--- config.mk ---
export PLATFORM = sky130hd
export DESIGN_NAME = dram_page_ctl
export DESIGN_NICKNAME = d
export VERILOG_FILES = /design/src/rtl/dram_pc_pkg.sv /design/src/rtl/dram_since_ctr.sv /design/src/rtl/dram_refresh_sched.sv /design/src/rtl/dram_seq.sv /design/src/rtl/dram_page_ctl.sv
export SDC_FILE = /design/constraint.sdc
export NUM_CORES = 1
export LEC_CHECK = 0
export ABC_AREA = 1
export BUFFER_PORTS_ARGS = -buffer_cell sky130_fd_sc_hd__buf_4
export CORE_ASPECT_RATIO = 0.5
export CORE_UTILIZATION = 52
export CTS_CLUSTER_SIZE = 12
export DETAILED_ROUTE_END_ITERATION = 10
export HOLD_SLACK_MARGIN = 0.06
export MAX_ROUTING_LAYER = met4
export PLACE_DENSITY = 0.77
export REMOVE_ABC_BUFFERS = 1
export SLEW_MARGIN = 20
export SYNTH_ARGS = -nofsm -noshare
export SYNTH_HDL_FRONTEND = slang
export SYNTH_SLANG_ARGS = --single-unit
--- constraint.sdc ---
create_clock -name clk -period 1.6 [get_ports clk]
set_input_delay 0.4 -clock clk [delete_from_list [all_inputs] [get_ports clk]]
set_output_delay 0.4 -clock clk [all_outputs]
set_load 0.01 [all_outputs]
--- src/rtl/dram_pc_pkg.sv ---
package dram_pc_pkg;
  typedef enum logic [2:0] {
    ST_IDLE,   // no row open
    ST_ACT,    // waiting to activate a row
    ST_RAS,    // row strobe just fell
    ST_OPEN,   // row open, column work may start
    ST_CAS     // column strobe low
  } seq_state_e;
endpackage

--- src/rtl/dram_since_ctr.sv ---
module dram_since_ctr #(
  parameter int W = 5
) (
  input  logic         clk,
  input  logic         rst_n,
  input  logic         restart,
  output logic [W-1:0] since
);
  localparam logic [W-1:0] SAT = {W{1'b1}};

  logic [W-1:0] since_d;

  always_comb begin
    if (restart)          since_d = W'(1);
    else if (since == SAT) since_d = SAT;
    else                  since_d = since + W'(1);
  end

  always_ff @(posedge clk or negedge rst_n) begin
    if (!rst_n) since <= SAT;
    else        since <= since_d;
  end
endmodule

--- src/rtl/dram_refresh_sched.sv ---
module dram_refresh_sched #(
  parameter int INTERVAL = 780,
  parameter int ROW_W    = 11
) (
  input  logic             clk,
  input  logic             rst_n,
  input  logic             done,
  output logic             pend,
  output logic [ROW_W-1:0] row
);
  localparam int TW = $clog2(INTERVAL + 1);
  localparam logic [TW-1:0] LAST = TW'(INTERVAL - 1);

  logic [TW-1:0]    tcnt_q, tcnt_d;
  logic             tick;
  logic             pend_d;
  logic [ROW_W-1:0] row_d;

  assign tick = (tcnt_q == LAST);

  always_comb begin
    tcnt_d = tick ? '0 : tcnt_q + TW'(1);
    pend_d = tick | (pend & ~done);
    row_d  = done ? row + ROW_W'(1) : row;
  end

  always_ff @(posedge clk or negedge rst_n) begin
    if (!rst_n) begin
      tcnt_q <= '0;
      pend   <= 1'b0;
      row    <= '0;
    end else begin
      tcnt_q <= tcnt_d;
      pend   <= pend_d;
      if (done) row <= row_d;
    end
  end

  // each refresh is served before the next one falls due
  a_r9_served_in_time: assert property (@(posedge clk) disable iff (!rst_n)
    tick |-> !pend);
  // completion only for an outstanding refresh
  a_r9_done_when_pending: assert property (@(posedge clk) disable iff (!rst_n)
    done |-> pend);
endmodule

--- src/rtl/dram_seq.sv ---
module dram_seq
  import dram_pc_pkg::*;
#(
  parameter int ROW_W = 11,
  parameter int COL_W = 11,
  parameter int DW    = 16,
  parameter int CNT_W = 5,
  parameter int T_RAC = 12,
  parameter int T_RC  = 22,
  parameter int T_CAC = 3,
  parameter int T_PC  = 7,
  parameter int T_RP  = 10
) (
  input  logic                     clk,
  input  logic                     rst_n,
  input  logic                     req_valid,
  output logic                     req_ready,
  input  logic                     req_we,
  input  logic [ROW_W+COL_W-1:0]   req_addr,
  input  logic [DW-1:0]            req_wdata,
  output logic                     rsp_valid,
  output logic [DW-1:0]            rsp_rdata,
  output logic                     ras_n,
  output logic                     cas_n,
  output logic                     we_n,
  output logic [((ROW_W>COL_W)?ROW_W:COL_W)-1:0] addr,
  output logic [DW-1:0]            dq_out,
  output logic                     dq_oe,
  input  logic [DW-1:0]            dq_in,
  input  logic [CNT_W-1:0]         ras_since,
  input  logic [CNT_W-1:0]         cas_since,
  input  logic [CNT_W-1:0]         pre_since,
  output logic                     ras_go,
  output logic                     ras_up,
  output logic                     cas_go,
  input  logic                     ref_pend,
  input  logic [ROW_W-1:0]         ref_row,
  output logic                     ref_done
);
  localparam int PIN_W = (ROW_W > COL_W) ? ROW_W : COL_W;
  localparam int ADDR_W = ROW_W + COL_W;
  localparam int RCD = ((T_RAC - T_CAC) > 2) ? (T_RAC - T_CAC) : 2;
  localparam logic [CNT_W-1:0] K_RC  = CNT_W'(T_RC);
  localparam logic [CNT_W-1:0] K_RP  = CNT_W'(T_RP);
  localparam logic [CNT_W-1:0] K_RAC = CNT_W'(T_RAC);
  localparam logic [CNT_W-1:0] K_CAC = CNT_W'(T_CAC);
  localparam logic [CNT_W-1:0] K_PC  = CNT_W'(T_PC);
  localparam logic [CNT_W-1:0] K_RCD = CNT_W'(RCD);

  seq_state_e       state_q, state_d;
  logic             ras_n_d, cas_n_d, we_n_d, oe_d;
  logic [PIN_W-1:0] addr_d;
  logic [DW-1:0]    dout_d;
  logic [ROW_W-1:0] open_row_q, open_row_d;
  logic             job_we_q, job_we_d;
  logic [COL_W-1:0] job_col_q, job_col_d;
  logic [DW-1:0]    job_wd_q, job_wd_d;
  logic             job_ref_q, job_ref_d;
  logic             col_pend_q, col_pend_d;
  logic             rsp_valid_d;
  logic [DW-1:0]    rsp_rdata_d;

  logic [ROW_W-1:0] req_row;
  logic [COL_W-1:0] req_col;
  logic             hit, act_ok, close_ok;

  assign req_row  = req_addr[ADDR_W-1:COL_W];
  assign req_col  = req_addr[COL_W-1:0];
  assign hit      = (req_row == open_row_q);
  assign act_ok   = (ras_since >= K_RC) && (pre_since >= K_RP);
  assign close_ok = (ras_since >= K_RAC);

  always_comb begin
    state_d     = state_q;
    ras_n_d     = ras_n;
    cas_n_d     = cas_n;
    we_n_d      = we_n;
    oe_d        = dq_oe;
    addr_d      = addr;
    dout_d      = dq_out;
    open_row_d  = open_row_q;
    job_we_d    = job_we_q;
    job_col_d   = job_col_q;
    job_wd_d    = job_wd_q;
    job_ref_d   = job_ref_q;
    col_pend_d  = col_pend_q;
    rsp_valid_d = 1'b0;
    rsp_rdata_d = rsp_rdata;
    req_ready   = 1'b0;
    ras_go      = 1'b0;
    ras_up      = 1'b0;
    cas_go      = 1'b0;
    ref_done    = 1'b0;
    unique case (state_q)
      ST_IDLE: begin
        req_ready = !ref_pend;
        if (ref_pend) begin
          addr_d    = PIN_W'(ref_row);
          job_ref_d = 1'b1;
          state_d   = ST_ACT;
        end else if (req_valid) begin
          addr_d     = PIN_W'(req_row);
          open_row_d = req_row;
          job_we_d   = req_we;
          job_col_d  = req_col;
          job_wd_d   = req_wdata;
          job_ref_d  = 1'b0;
          state_d    = ST_ACT;
        end
      end
      ST_ACT: begin
        if (act_ok) begin
          ras_n_d = 1'b0;
          ras_go  = 1'b1;
          state_d = ST_RAS;
        end
      end
      ST_RAS: begin
        if (job_ref_q) begin
          if (close_ok) begin
            ras_n_d  = 1'b1;
            ras_up   = 1'b1;
            ref_done = 1'b1;
            state_d  = ST_IDLE;
          end
        end else begin
          addr_d     = PIN_W'(job_col_q);
          we_n_d     = !job_we_q;
          oe_d       = job_we_q;
          dout_d     = job_wd_q;
          col_pend_d = 1'b1;
          state_d    = ST_OPEN;
        end
      end
      ST_OPEN: begin
        if (col_pend_q) begin
          if ((cas_since >= K_PC) && (ras_since >= K_RCD)) begin
            cas_n_d = 1'b0;
            cas_go  = 1'b1;
            state_d = ST_CAS;
          end
        end else if (ref_pend) begin
          if (close_ok) begin
            ras_n_d = 1'b1;
            ras_up  = 1'b1;
            state_d = ST_IDLE;
          end
        end else begin
          req_ready = hit || close_ok;
          if (req_valid && req_ready) begin
            job_we_d  = req_we;
            job_col_d = req_col;
            job_wd_d  = req_wdata;
            job_ref_d = 1'b0;
            if (hit) begin
              addr_d     = PIN_W'(req_col);
              we_n_d     = !req_we;
              oe_d       = req_we;
              dout_d     = req_wdata;
              col_pend_d = 1'b1;
            end else begin
              ras_n_d    = 1'b1;
              ras_up     = 1'b1;
              addr_d     = PIN_W'(req_row);
              open_row_d = req_row;
              state_d    = ST_ACT;
            end
          end
        end
      end
      ST_CAS: begin
        if (cas_since >= K_CAC) begin
          cas_n_d    = 1'b1;
          we_n_d     = 1'b1;
          oe_d       = 1'b0;
          col_pend_d = 1'b0;
          state_d    = ST_OPEN;
          if (we_n) begin
            rsp_valid_d = 1'b1;
            rsp_rdata_d = dq_in;
          end
        end
      end
      default: state_d = ST_IDLE;
    endcase
  end

  always_ff @(posedge clk or negedge rst_n) begin
    if (!rst_n) begin
      state_q    <= ST_IDLE;
      ras_n      <= 1'b1;
      cas_n      <= 1'b1;
      we_n       <= 1'b1;
      dq_oe      <= 1'b0;
      addr       <= '0;
      dq_out     <= '0;
      open_row_q <= '0;
      job_we_q   <= 1'b0;
      job_col_q  <= '0;
      job_wd_q   <= '0;
      job_ref_q  <= 1'b0;
      col_pend_q <= 1'b0;
      rsp_valid  <= 1'b0;
      rsp_rdata  <= '0;
    end else begin
      state_q    <= state_d;
      ras_n      <= ras_n_d;
      cas_n      <= cas_n_d;
      we_n       <= we_n_d;
      dq_oe      <= oe_d;
      addr       <= addr_d;
      dq_out     <= dout_d;
      open_row_q <= open_row_d;
      job_we_q   <= job_we_d;
      job_col_q  <= job_col_d;
      job_wd_q   <= job_wd_d;
      job_ref_q  <= job_ref_d;
      col_pend_q <= col_pend_d;
      rsp_valid  <= rsp_valid_d;
      if (rsp_valid_d) rsp_rdata <= rsp_rdata_d;
    end
  end

  // the row address is held through the cycle after RAS falls
  a_r1_row_hold: assert property (@(posedge clk) disable iff (!rst_n)
    ras_go |=> $stable(addr));
  // row activations respect the row cycle
  a_r2_row_cycle: assert property (@(posedge clk) disable iff (!rst_n)
    ras_go |-> ras_since >= K_RC);
  // precharge time before a new activation
  a_r3_precharge: assert property (@(posedge clk) disable iff (!rst_n)
    ras_go |-> pre_since >= K_RP);
  // capture only after both access times
  a_r4_capture_window: assert property (@(posedge clk) disable iff (!rst_n)
    rsp_valid |-> ($past(ras_since) >= K_RAC) && ($past(cas_since) >= K_CAC));
  // page-mode column cycle
  a_r5_column_cycle: assert property (@(posedge clk) disable iff (!rst_n)
    cas_go |-> cas_since >= K_PC);
  // column strobe only inside an open row
  a_r6_cas_inside_ras: assert property (@(posedge clk) disable iff (!rst_n)
    !cas_n |-> !ras_n);
  // data driver only while writing
  a_r11_driver_on_write: assert property (@(posedge clk) disable iff (!rst_n)
    dq_oe |-> !we_n);
endmodule

--- src/rtl/dram_page_ctl.sv ---
module dram_page_ctl #(
  parameter int ROW_W        = 11,
  parameter int COL_W        = 11,
  parameter int DATA_W       = 16,
  parameter int T_RAC        = 12,
  parameter int T_RC         = 22,
  parameter int T_CAC        = 3,
  parameter int T_PC         = 7,
  parameter int REF_INTERVAL = 780
) (
  input  logic                   clk,
  input  logic                   rst_n,
  input  logic                   req_valid,
  output logic                   req_ready,
  input  logic                   req_we,
  input  logic [ROW_W+COL_W-1:0] req_addr,
  input  logic [DATA_W-1:0]      req_wdata,
  output logic                   rsp_valid,
  output logic [DATA_W-1:0]      rsp_rdata,
  output logic                   dram_ras_n,
  output logic                   dram_cas_n,
  output logic                   dram_we_n,
  output logic [((ROW_W>COL_W)?ROW_W:COL_W)-1:0] dram_addr,
  output logic [DATA_W-1:0]      dram_dq_out,
  output logic                   dram_dq_oe,
  input  logic [DATA_W-1:0]      dram_dq_in
);
  localparam int T_RP  = T_RC - T_RAC;
  localparam int CNT_W = $clog2(T_RC + 2);

  logic             ras_go, ras_up, cas_go;
  logic             ref_pend, ref_done;
  logic [ROW_W-1:0] ref_row;
  logic [2:0]       restart_v;
  logic [CNT_W-1:0] since_v [3];

  // index 0: since RAS fell, 1: since CAS fell, 2: since RAS rose
  assign restart_v = {ras_up, cas_go, ras_go};

  for (genvar g = 0; g < 3; g++) begin : g_since
    dram_since_ctr #(.W(CNT_W)) u_ctr (
      .clk     (clk),
      .rst_n   (rst_n),
      .restart (restart_v[g]),
      .since   (since_v[g])
    );
  end

  dram_refresh_sched #(.INTERVAL(REF_INTERVAL), .ROW_W(ROW_W)) u_ref (
    .clk   (clk),
    .rst_n (rst_n),
    .done  (ref_done),
    .pend  (ref_pend),
    .row   (ref_row)
  );

  dram_seq #(
    .ROW_W(ROW_W), .COL_W(COL_W), .DW(DATA_W), .CNT_W(CNT_W),
    .T_RAC(T_RAC), .T_RC(T_RC), .T_CAC(T_CAC), .T_PC(T_PC), .T_RP(T_RP)
  ) u_seq (
    .clk       (clk),
    .rst_n     (rst_n),
    .req_valid (req_valid),
    .req_ready (req_ready),
    .req_we    (req_we),
    .req_addr  (req_addr),
    .req_wdata (req_wdata),
    .rsp_valid (rsp_valid),
    .rsp_rdata (rsp_rdata),
    .ras_n     (dram_ras_n),
    .cas_n     (dram_cas_n),
    .we_n      (dram_we_n),
    .addr      (dram_addr),
    .dq_out    (dram_dq_out),
    .dq_oe     (dram_dq_oe),
    .dq_in     (dram_dq_in),
    .ras_since (since_v[0]),
    .cas_since (since_v[1]),
    .pre_since (since_v[2]),
    .ras_go    (ras_go),
    .ras_up    (ras_up),
    .cas_go    (cas_go),
    .ref_pend  (ref_pend),
    .ref_row   (ref_row),
    .ref_done  (ref_done)
  );
endmodule

==> results of run 1 <==
==> cells in the mapped netlist, drive strengths merged <==
cell and n:
o2111ai 1, nand3b 1, o211a 1, xor2 11, xnor2 8, a22oi 1, buf 21, o21a 1
o22ai 1, nor3 5, o21bai 1, nor2 53, o211ai 11, dfrtp 111, nand4 44, nand2 283
ha 8, clkinv 1, o21ai 70, inv 101, nor4 2, clkbuf 14, dfstp 18, a21oi 19
a211oi 1, and3 2, nand3 55, or2 3
==> layout by cell type, fill, tap and decap left out, drive strengths merged, types with 4 or more instances in the layout <==
cell type / netlist / routed
nand2: 283 / 283
buf: 21 / 233
dfrtp: 111 / 111
inv: 101 / 103
o21ai: 70 / 70
nand3: 55 / 55
nor2: 53 / 53
nand4: 44 / 44
clkbuf: 14 / 24
a21oi: 19 / 19
dfstp: 18 / 18
xor2: 11 / 11
o211ai: 11 / 11
xnor2: 8 / 8
ha: 8 / 8
nor3: 5 / 5
clkinvlp: 0 / 4
clkinv: 1 / 4
==> critical path, delay by kind of cell (launching register included) <==
kind          cells  cell delay, ns
flops             1            0.43
xor+xnor          1            0.23
buf+inv           4            0.59
simple gates      9            0.97
==> power groups by stage <==
stage	sequential, mW	clock, mW	combinational, mW
CTS	5.67	4.04	11.2
global route	6.12	4.27	15.3
floorplan	5.79	0	4.78
finish	6.01	4.14	14.5
detailed placement	5.66	0	8.67
global placement	5.62	0	8.31
==> metrics by stage <==
stage | util [%] | setup WS, ns
floorplan | - | -1.21
global placement | 66.1 | -0.302
detailed placement | 66.1 | -0.388
CTS | 75.4 | -0.516
global route | 81.2 | -0.801
finish | 81.2 | -0.738
==> logic make-up after synthesis <==
family / count (synthesis) / synth area share, %
and+or+nand+nor: 448 / 29.6
AOI/OAI and AO/OA: 107 / 9.82
DFF: 129 / 48.1
xor gates and xnor gates: 19 / 2.46
adders and majority gates: 8 / 1.48
buffers and inverters: 137 / 8.50
==> repair_timing <==
action / in CTS / in global routing
setup buffers: 14 / 19
gates resized for setup: 62 / 171
hold buffers: 1 / 0
hold endpoints to repair: 16 / 0
pin swaps: 17 / 31
cloned: 9 / 4
setup endpoints to repair: 102 / 121
==> path summary, 6_finish.rpt <==
| path | startpoint | cells after the start | end | slack [ns] |
|---|---|---|---|---|
| setup / recovery | u_seq.open_row_q[2] | 14 | u_seq.dq_out[6] | -0.74 |
| hold / removal | dram_dq_in[11] | 3 | u_seq.rsp_rdata[11] | 0.17 |
| setup reg to reg | u_seq.open_row_q[2] | 14 | u_seq.dq_out[6] | -0.74 |
| max in group asynchronous | rst_n | 3 | g_since[1].u_ctr.since[1] | 0.50 |
| hold reg to reg | u_seq.dq_out[9] | 2 | u_seq.dq_out[9] | 0.48 |
| min in group asynchronous | rst_n | 2 | u_seq.open_row_q[7] | 0.48 |
==> registers in the layout, summed over array words and instances (netlist names) <==
name / cells
g_since.u_ctr.since: 15
u_seq.job_ref_q: 1
u_seq.ras_n: 1
u_seq.job_col_q: 11
u_seq.job_wd_q: 16
u_seq.state_q: 3
u_seq.cas_n: 1
u_seq.col_pend_q: 1
u_seq.open_row_q: 11
u_seq.rsp_rdata: 16
u_seq.rsp_valid: 1
u_seq.dq_oe: 1
u_ref.pend: 1
u_seq.we_n: 1
u_seq.addr: 11
u_seq.dq_out: 16
u_ref.tcnt_q: 10
u_seq.job_we_q: 1
u_ref.row: 11
==> layer usage <==
layer  up-vias  wire, um  share of wire, %
met2       621     12000                47
met5         -         0                 0
li1       3191         -                 -
met4         0      1770               6.9
met1      3573      9100                35
met3       227      2880                11
==> area by class of cell <==
class	instances	area share, %
multi-input cells	582	34.9
clock buffers	20	4.44
inverters	102	3.80
flip-flops and latches	129	31.6
clock inverters	12	1.52
well taps	170	2.07
repair buffers	239	21.6
==> impl_summary.md, run 1 <==
Yosys
dfrtp_1 takes more of the synthesized area than any other cell. Synthesis instantiated 44 different standard cells from the library. Sorting the synthesized cells by area gives the leading types as dfrtp_1 41%, nand2_1 15%, dfstp_2 7.0%. In this run the biggest area consumer among cell types represents just over 40% of the synthesized area.

The post-synthesis register bit count is 129. The sequential fraction of the synthesis area is 48.1%. Averaged over all synthesized cells, the footprint is 7.97 um^2.

Yosys printed 0 warnings. The gate count after technology mapping is ~850. The cell area that synthesis handed to floorplanning was between 6000 and 7000 um^2.

Floorplanning
The effective utilization at floorplan is 53.4%. After floorplanning, the core was divided into 29 placement rows. The die footprint is 13,500 um^2.

Pin placement for this block handled 107 I/O pins. The die span in y is 82.6 um. The core region is 12,700 um^2. The die is 163 um wide.

Pwr
The part of the total power dissipated in sequential elements is 24.4%. The leakage dissipation is 5.31 nW. The share of total power in combinational logic is 58.9%. The switching share of power is a little over two fifths. The design draws 24.7 mW. The design internal power is about 14 mW.

The total power density per cell area is 2400 nW/um^2. The relative contribution of the clock network to total power is 16.8%. VDD sags by at most 1.13 mV.

In this run the power spent charging and discharging nets is 10.8 mW.

STA
At the pin with the least slew margin, the transition time is between 0.5 and 0.6 ns. The highest attainable clock frequency is 0.428 GHz. The final critical path takes up 146% of the cycle.

On the final layout, the worst clock skew is 0.0127 ns. Once routing completed, OpenROAD measured the worst setup slack at -0.738 ns. The number of hold violations in the final report came to 0. Setup repair after global routing could not meet its margin everywhere. The final-report setup violation count is 95. The worst path in the final design needs a cycle of 2.34 ns, including I/O delays and setup.

The final count of pins violating max slew came to 0. The setup TNS after final layout is -44.64 ns. The hold slack is 0.168 ns.

The relative slew slack is 64.1%.

GRT
Summed over all layers, the global routing overflow is 0. The wire length of the first global-routing pass is roughly 32 mm. Global routing used 7.44% of the available met3 tracks. The layer with the highest usage after global routing is met2. The met1 global-route usage is 38.4%. Global routing consumed, on the met2 layer, 53.0% of the routing resources.

Entering global routing, the biggest net connects 31 pins. The total track usage is between 30 and 40%. The via count of the first global-routing pass is 6,571. The initial antenna violation count is 0.

Placement
The quantity of I/O buffers inserted on ports is around 110. The number of placed cells counting well taps is 1,180. The half-perimeter wire length of the detailed placement result is around 12 mm.

The total cell area at the placement stage is 8370 um^2. Routability-driven placement finished with a final weighted congestion of 0.911.

Routing
The length of the first detailed-routing pass in iterations is 5. Dividing the detail-routed wire length by the instance count gives 20.5 um. After detailed routing, the number of remaining DRC violations is 0.

After the first detailed-routing iteration, the DRC count stood at 810. The final wirelength is approximately 26 mm. Once detail routing completed, the nets flagged for antenna violations numbered 0.

After detailed routing, the number of vias per cell comes to between 6 and 7. The detailed router placed 7,612 vias in this run.

Job
Across the run, the number of max-cap violations was 0.

Final layout
The multi-input logic area is 3590 um^2. The summed area of non-filler cells in the final layout is 10,300 um^2. The final-layout fill cell count is 678. The number of antenna diodes in the final layout is 0. The growth of design area from synthesis to finish is 52.1%.

The count of placed standard cells in the final layout, fillers left out is between 1k and 1.5k. The fraction of final layout cells sized beyond drive strength 1 is 42.5%. The sequential cell area is 3250 um^2. The layout net count is 1,137.

Outcome
The final reports fail on setup timing. The run finished, with violations left.

Setup path
The delay of the slowest cell on the worst path is 0.43 ns. The worst setup path category is register to register. STA classifies the critical path endpoint as a register. The critical path data arrival time is between 2 and 3 ns.

Along the worst path, the maximum fanout reaches 8. The cell occurring most often along the worst timing path is nand2_1. The signal on the critical path passes through xnor2_1, nand2_1, nor2_4, nand3_4, buf_4, buf_6, buf_6, nand2_4, nand2_4, nor2_4, nand3_4, clkbuf_16, nand2_1, nand2_1.

The critical path's slowest cell is dfrtp_1. STA puts the critical path data required time at 1.91 ns. The worst setup path is launched from a register.

Clock network
Clock tree synthesis inserted a total of 17 buffers. The clock reaches the later pin of the worst-skew pair after 0.42 ns. The depth of the CTS H-tree is 4. After clock tree synthesis, the clock-pin slew on the worst setup and hold paths is approximately 0.060 ns. The longest clock path from root to sink contains 2 buffers.

The CTS tree is done. Counting every sink on the clock net gives 129. The cell sitting at the root of the clock tree is a clkbuf_16.

Min path
The class of the tightest hold or removal check is input pin to register.
No activity file was read; power rests on OpenSTA's default activity.
==> run 2: changes to the inputs <==
--- a/config.mk
+++ b/config.mk
@@ -12,7 +12,6 @@
 export CTS_CLUSTER_SIZE = 12
 export DETAILED_ROUTE_END_ITERATION = 10
 export HOLD_SLACK_MARGIN = 0.06
-export MAX_ROUTING_LAYER = met4
 export PLACE_DENSITY = 0.77
 export REMOVE_ABC_BUFFERS = 1
 export SLEW_MARGIN = 20
==> run 2 against run 1 <==
Effect of this change:
- the run still ends with setup timing left
- final area unchanged
- routed wire length decreased by 0.76%
- total power decreased by 0.20%
- global-route usage fell by 0.97 points
- first-iteration DRC count shrank 5.7%
- via count fell by 0.72%
- critical path type unchanged
==> impl_summary.md, run 2 (synthesized netlist as in run 1, its figures left out) <==
Routing
The via total after detailed routing is 7,557. In the final routed layout, each cell accounts on average for 20.4 um. The number of routed nets with antenna violations is 0. For this run, design rule violations remaining after detail routing come to 0.

For this block, the initial DRC count from the detailed router was 764. After detailed routing, the total wire length is 25.6 mm. For this run, the detailed router's first-pass iteration total came to 7. In the routed layout, each cell is associated on average with a via count of 6.03.

Clock network
The number of clock sinks is 129. The clock transition time at the flip-flop clock pins of the worst setup and hold paths is 0.06 ns. The CTS tree is done.

The later-pin clock latency in the skew report is 0.43 ns. The number of buffers added by the clock tree synthesis step is 17. The longest clock path from root to sink contains 2 buffers.

The tree is rooted in a clkbuf_16. The depth of the CTS H-tree is 4.

STA
The relative slew slack is 64.4%. Static timing analysis puts the maximum clock frequency at 0.423 GHz. After layout, the minimum clock period comes to 2.36 ns. Across the routed clock network, the largest skew measured is 0.0152 ns. The number of hold violations in the final report was 0. The worst path uses 148% of the clock period. Setup violations remaining at the end of the flow were counted as 95.

In the post-route analysis, the smallest setup slack over all paths is -0.765 ns. Setup repair after global routing could not meet its margin everywhere. The final count of pins violating max slew is 0. For the pin with the worst max-slew slack, the measured transition is 0.531 ns.

The hold slack is about 0.17 ns.

GRT
The first global-routing pass estimated 32.1 mm of wire. The via count of the first global-routing pass came to around 6.6k. The largest net degree at the start of global routing is 31.

The total track usage is 31.3%. The total global routing overflow is 0. The initial antenna violation count came to 0.

Floorplanning
The die covers 13,500 um^2. The total number of placement rows is 29. The horizontal extent of the die is 163 um. In this run the vertical extent of the chip is 82.6 um.

about 110 I/O pins were placed. The placeable core area is 12,700 um^2. The effective utilization at floorplan is 53.4%.

Outcome
The run finished, with violations left. The final reports fail on setup timing.

Setup path
The origin of the critical flop-to-flop path is u_seq.open_row_q[2]. The required arrival time at the worst endpoint is 1.91 ns. Of all nets on the critical path, the largest fanout is 8. STA classifies the critical path startpoint as a register. The critical path data arrival time is between 2 and 3 ns. The kind of end point of the critical path is a register.

The critical path starts at u_seq.open_row_q[2]. The worst setup path is of the register to register kind.

Min path
In this run the most critical hold path is launched from dram_dq_in[11]. The class of the tightest hold or removal check is input pin to register.

Pwr
VDD sags by at most 1.12 mV. The leakage dissipation is 5.30 nW. Dividing total power by cell area gives a power density of 2400 nW/um^2. Overall power consumption after layout is estimated at 24.6 mW.

Final layout
The layout net count is roughly 1.1k. The repair_antennas step left the layout with diodes totalling 0. Leaving out fill and tap cells, the most frequent cell in the layout is nand2_1. The count of cells in the finished layout, fillers not included, comes to 1,254.

The final-layout fill cell count is 675. Once layout is done, the placed cells without fillers occupy 10,300 um^2. The core occupancy in the finished layout is 81.2%. In the final layout, the registers with the most flip-flops are u_seq.dq_out (16), u_seq.job_wd_q (16), u_seq.rsp_rdata (16).

Cells with a size suffix above 1 make up 42.9% of the layout. Relative to the synthesized area, the layout overhead comes to 52.1%. The top cell types in the final layout, fill and taps aside, are 208 x nand2_1, 199 x buf_4, 109 x dfrtp_1.

Job
The reported max-cap violation count is 0.

Placement
The placer congestion estimate is approximately 0.90. Once detailed placement completed, the half-perimeter wirelength came to 12.4 mm. Counting tap cells, the placed design contains a total of 1,180 instances. The total cell area at the placement stage is 8370 um^2.

The quantity of I/O buffers inserted on ports is ~110.
[run 2: cell type report]
cell class	count	area [um^2]	area share [%]
Multi-Input combinational cell	582	3590	35.0
Sequential cell	129	3250	31.6
Timing Repair Buffer	239	2220	21.6
Clock buffer	20	457	4.44
Inverter	102	390	3.80
Tap cell	170	213	2.07
Clock inverter	12	156	1.52
[run 2: critical path: stages (launching register included)]
cell and delay (ns):
dfrtp_1 0.45, xnor2_1 0.25, nand2_1 0.15, nor2_4 0.15
nand3_4 0.11, buf_4 0.15, buf_6 0.12, buf_6 0.11
nand2_4 0.05, nand2_4 0.05, nor2_4 0.17, nand3_4 0.15
clkbuf_16 0.20, nand2_1 0.08, nand2_1 0.06
[run 2: report_power, final]
group	total (mW)	switching, mW	internal (mW)
logic	14.5	7.96	6.50
clock network	4.15	1.61	2.54
registers	6.02	1.21	4.81
[run 2: what timing repair did]
action / CTS / global route
pin swaps: 17 / 31
resized for setup: 62 / 175
gates cloned: 9 / 4
endpoints found under the hold margin: 16 / 0
setup buffers: 14 / 19
endpoints found under the setup margin: 102 / 121
hold buffers: 1 / 0
[run 2: path summary, 6_finish.rpt]
kind                                                   to  slack [ns]  cells past startpoint
worst max-delay path                      u_seq.dq_out[6]       -0.76                     14
worst min-delay path                  u_seq.rsp_rdata[11]        0.17                      3
worst max register to register            u_seq.dq_out[6]       -0.76                     14
worst min register to register            u_seq.dq_out[9]        0.49                      2
max in group asynchronous       g_since[1].u_ctr.since[1]        0.52                      3
min in group asynchronous                u_seq.dq_out[11]        0.47                      2
[run 2: metal layers]
layer | track usage [%] | vias to the layer above | routed length [um]
met2 | 53.2 | 589 | 12100
met3 | 7.49 | 181 | 2480
met5 | 0 | - | 0
met1 | 38.2 | 3602 | 9470
met4 | 14.9 | 0 | 1500
li1 | - | 3185 | -
[run 2: stage by stage]
step | setup WS [ns] | TNS, ns
detailed placement | -0.388 | -28.20
finish | -0.765 | -47.38
global route | -0.830 | -52.00
CTS | -0.516 | -25.94
floorplan | -1.21 | -64.03
global placement | -0.302 | -21.64
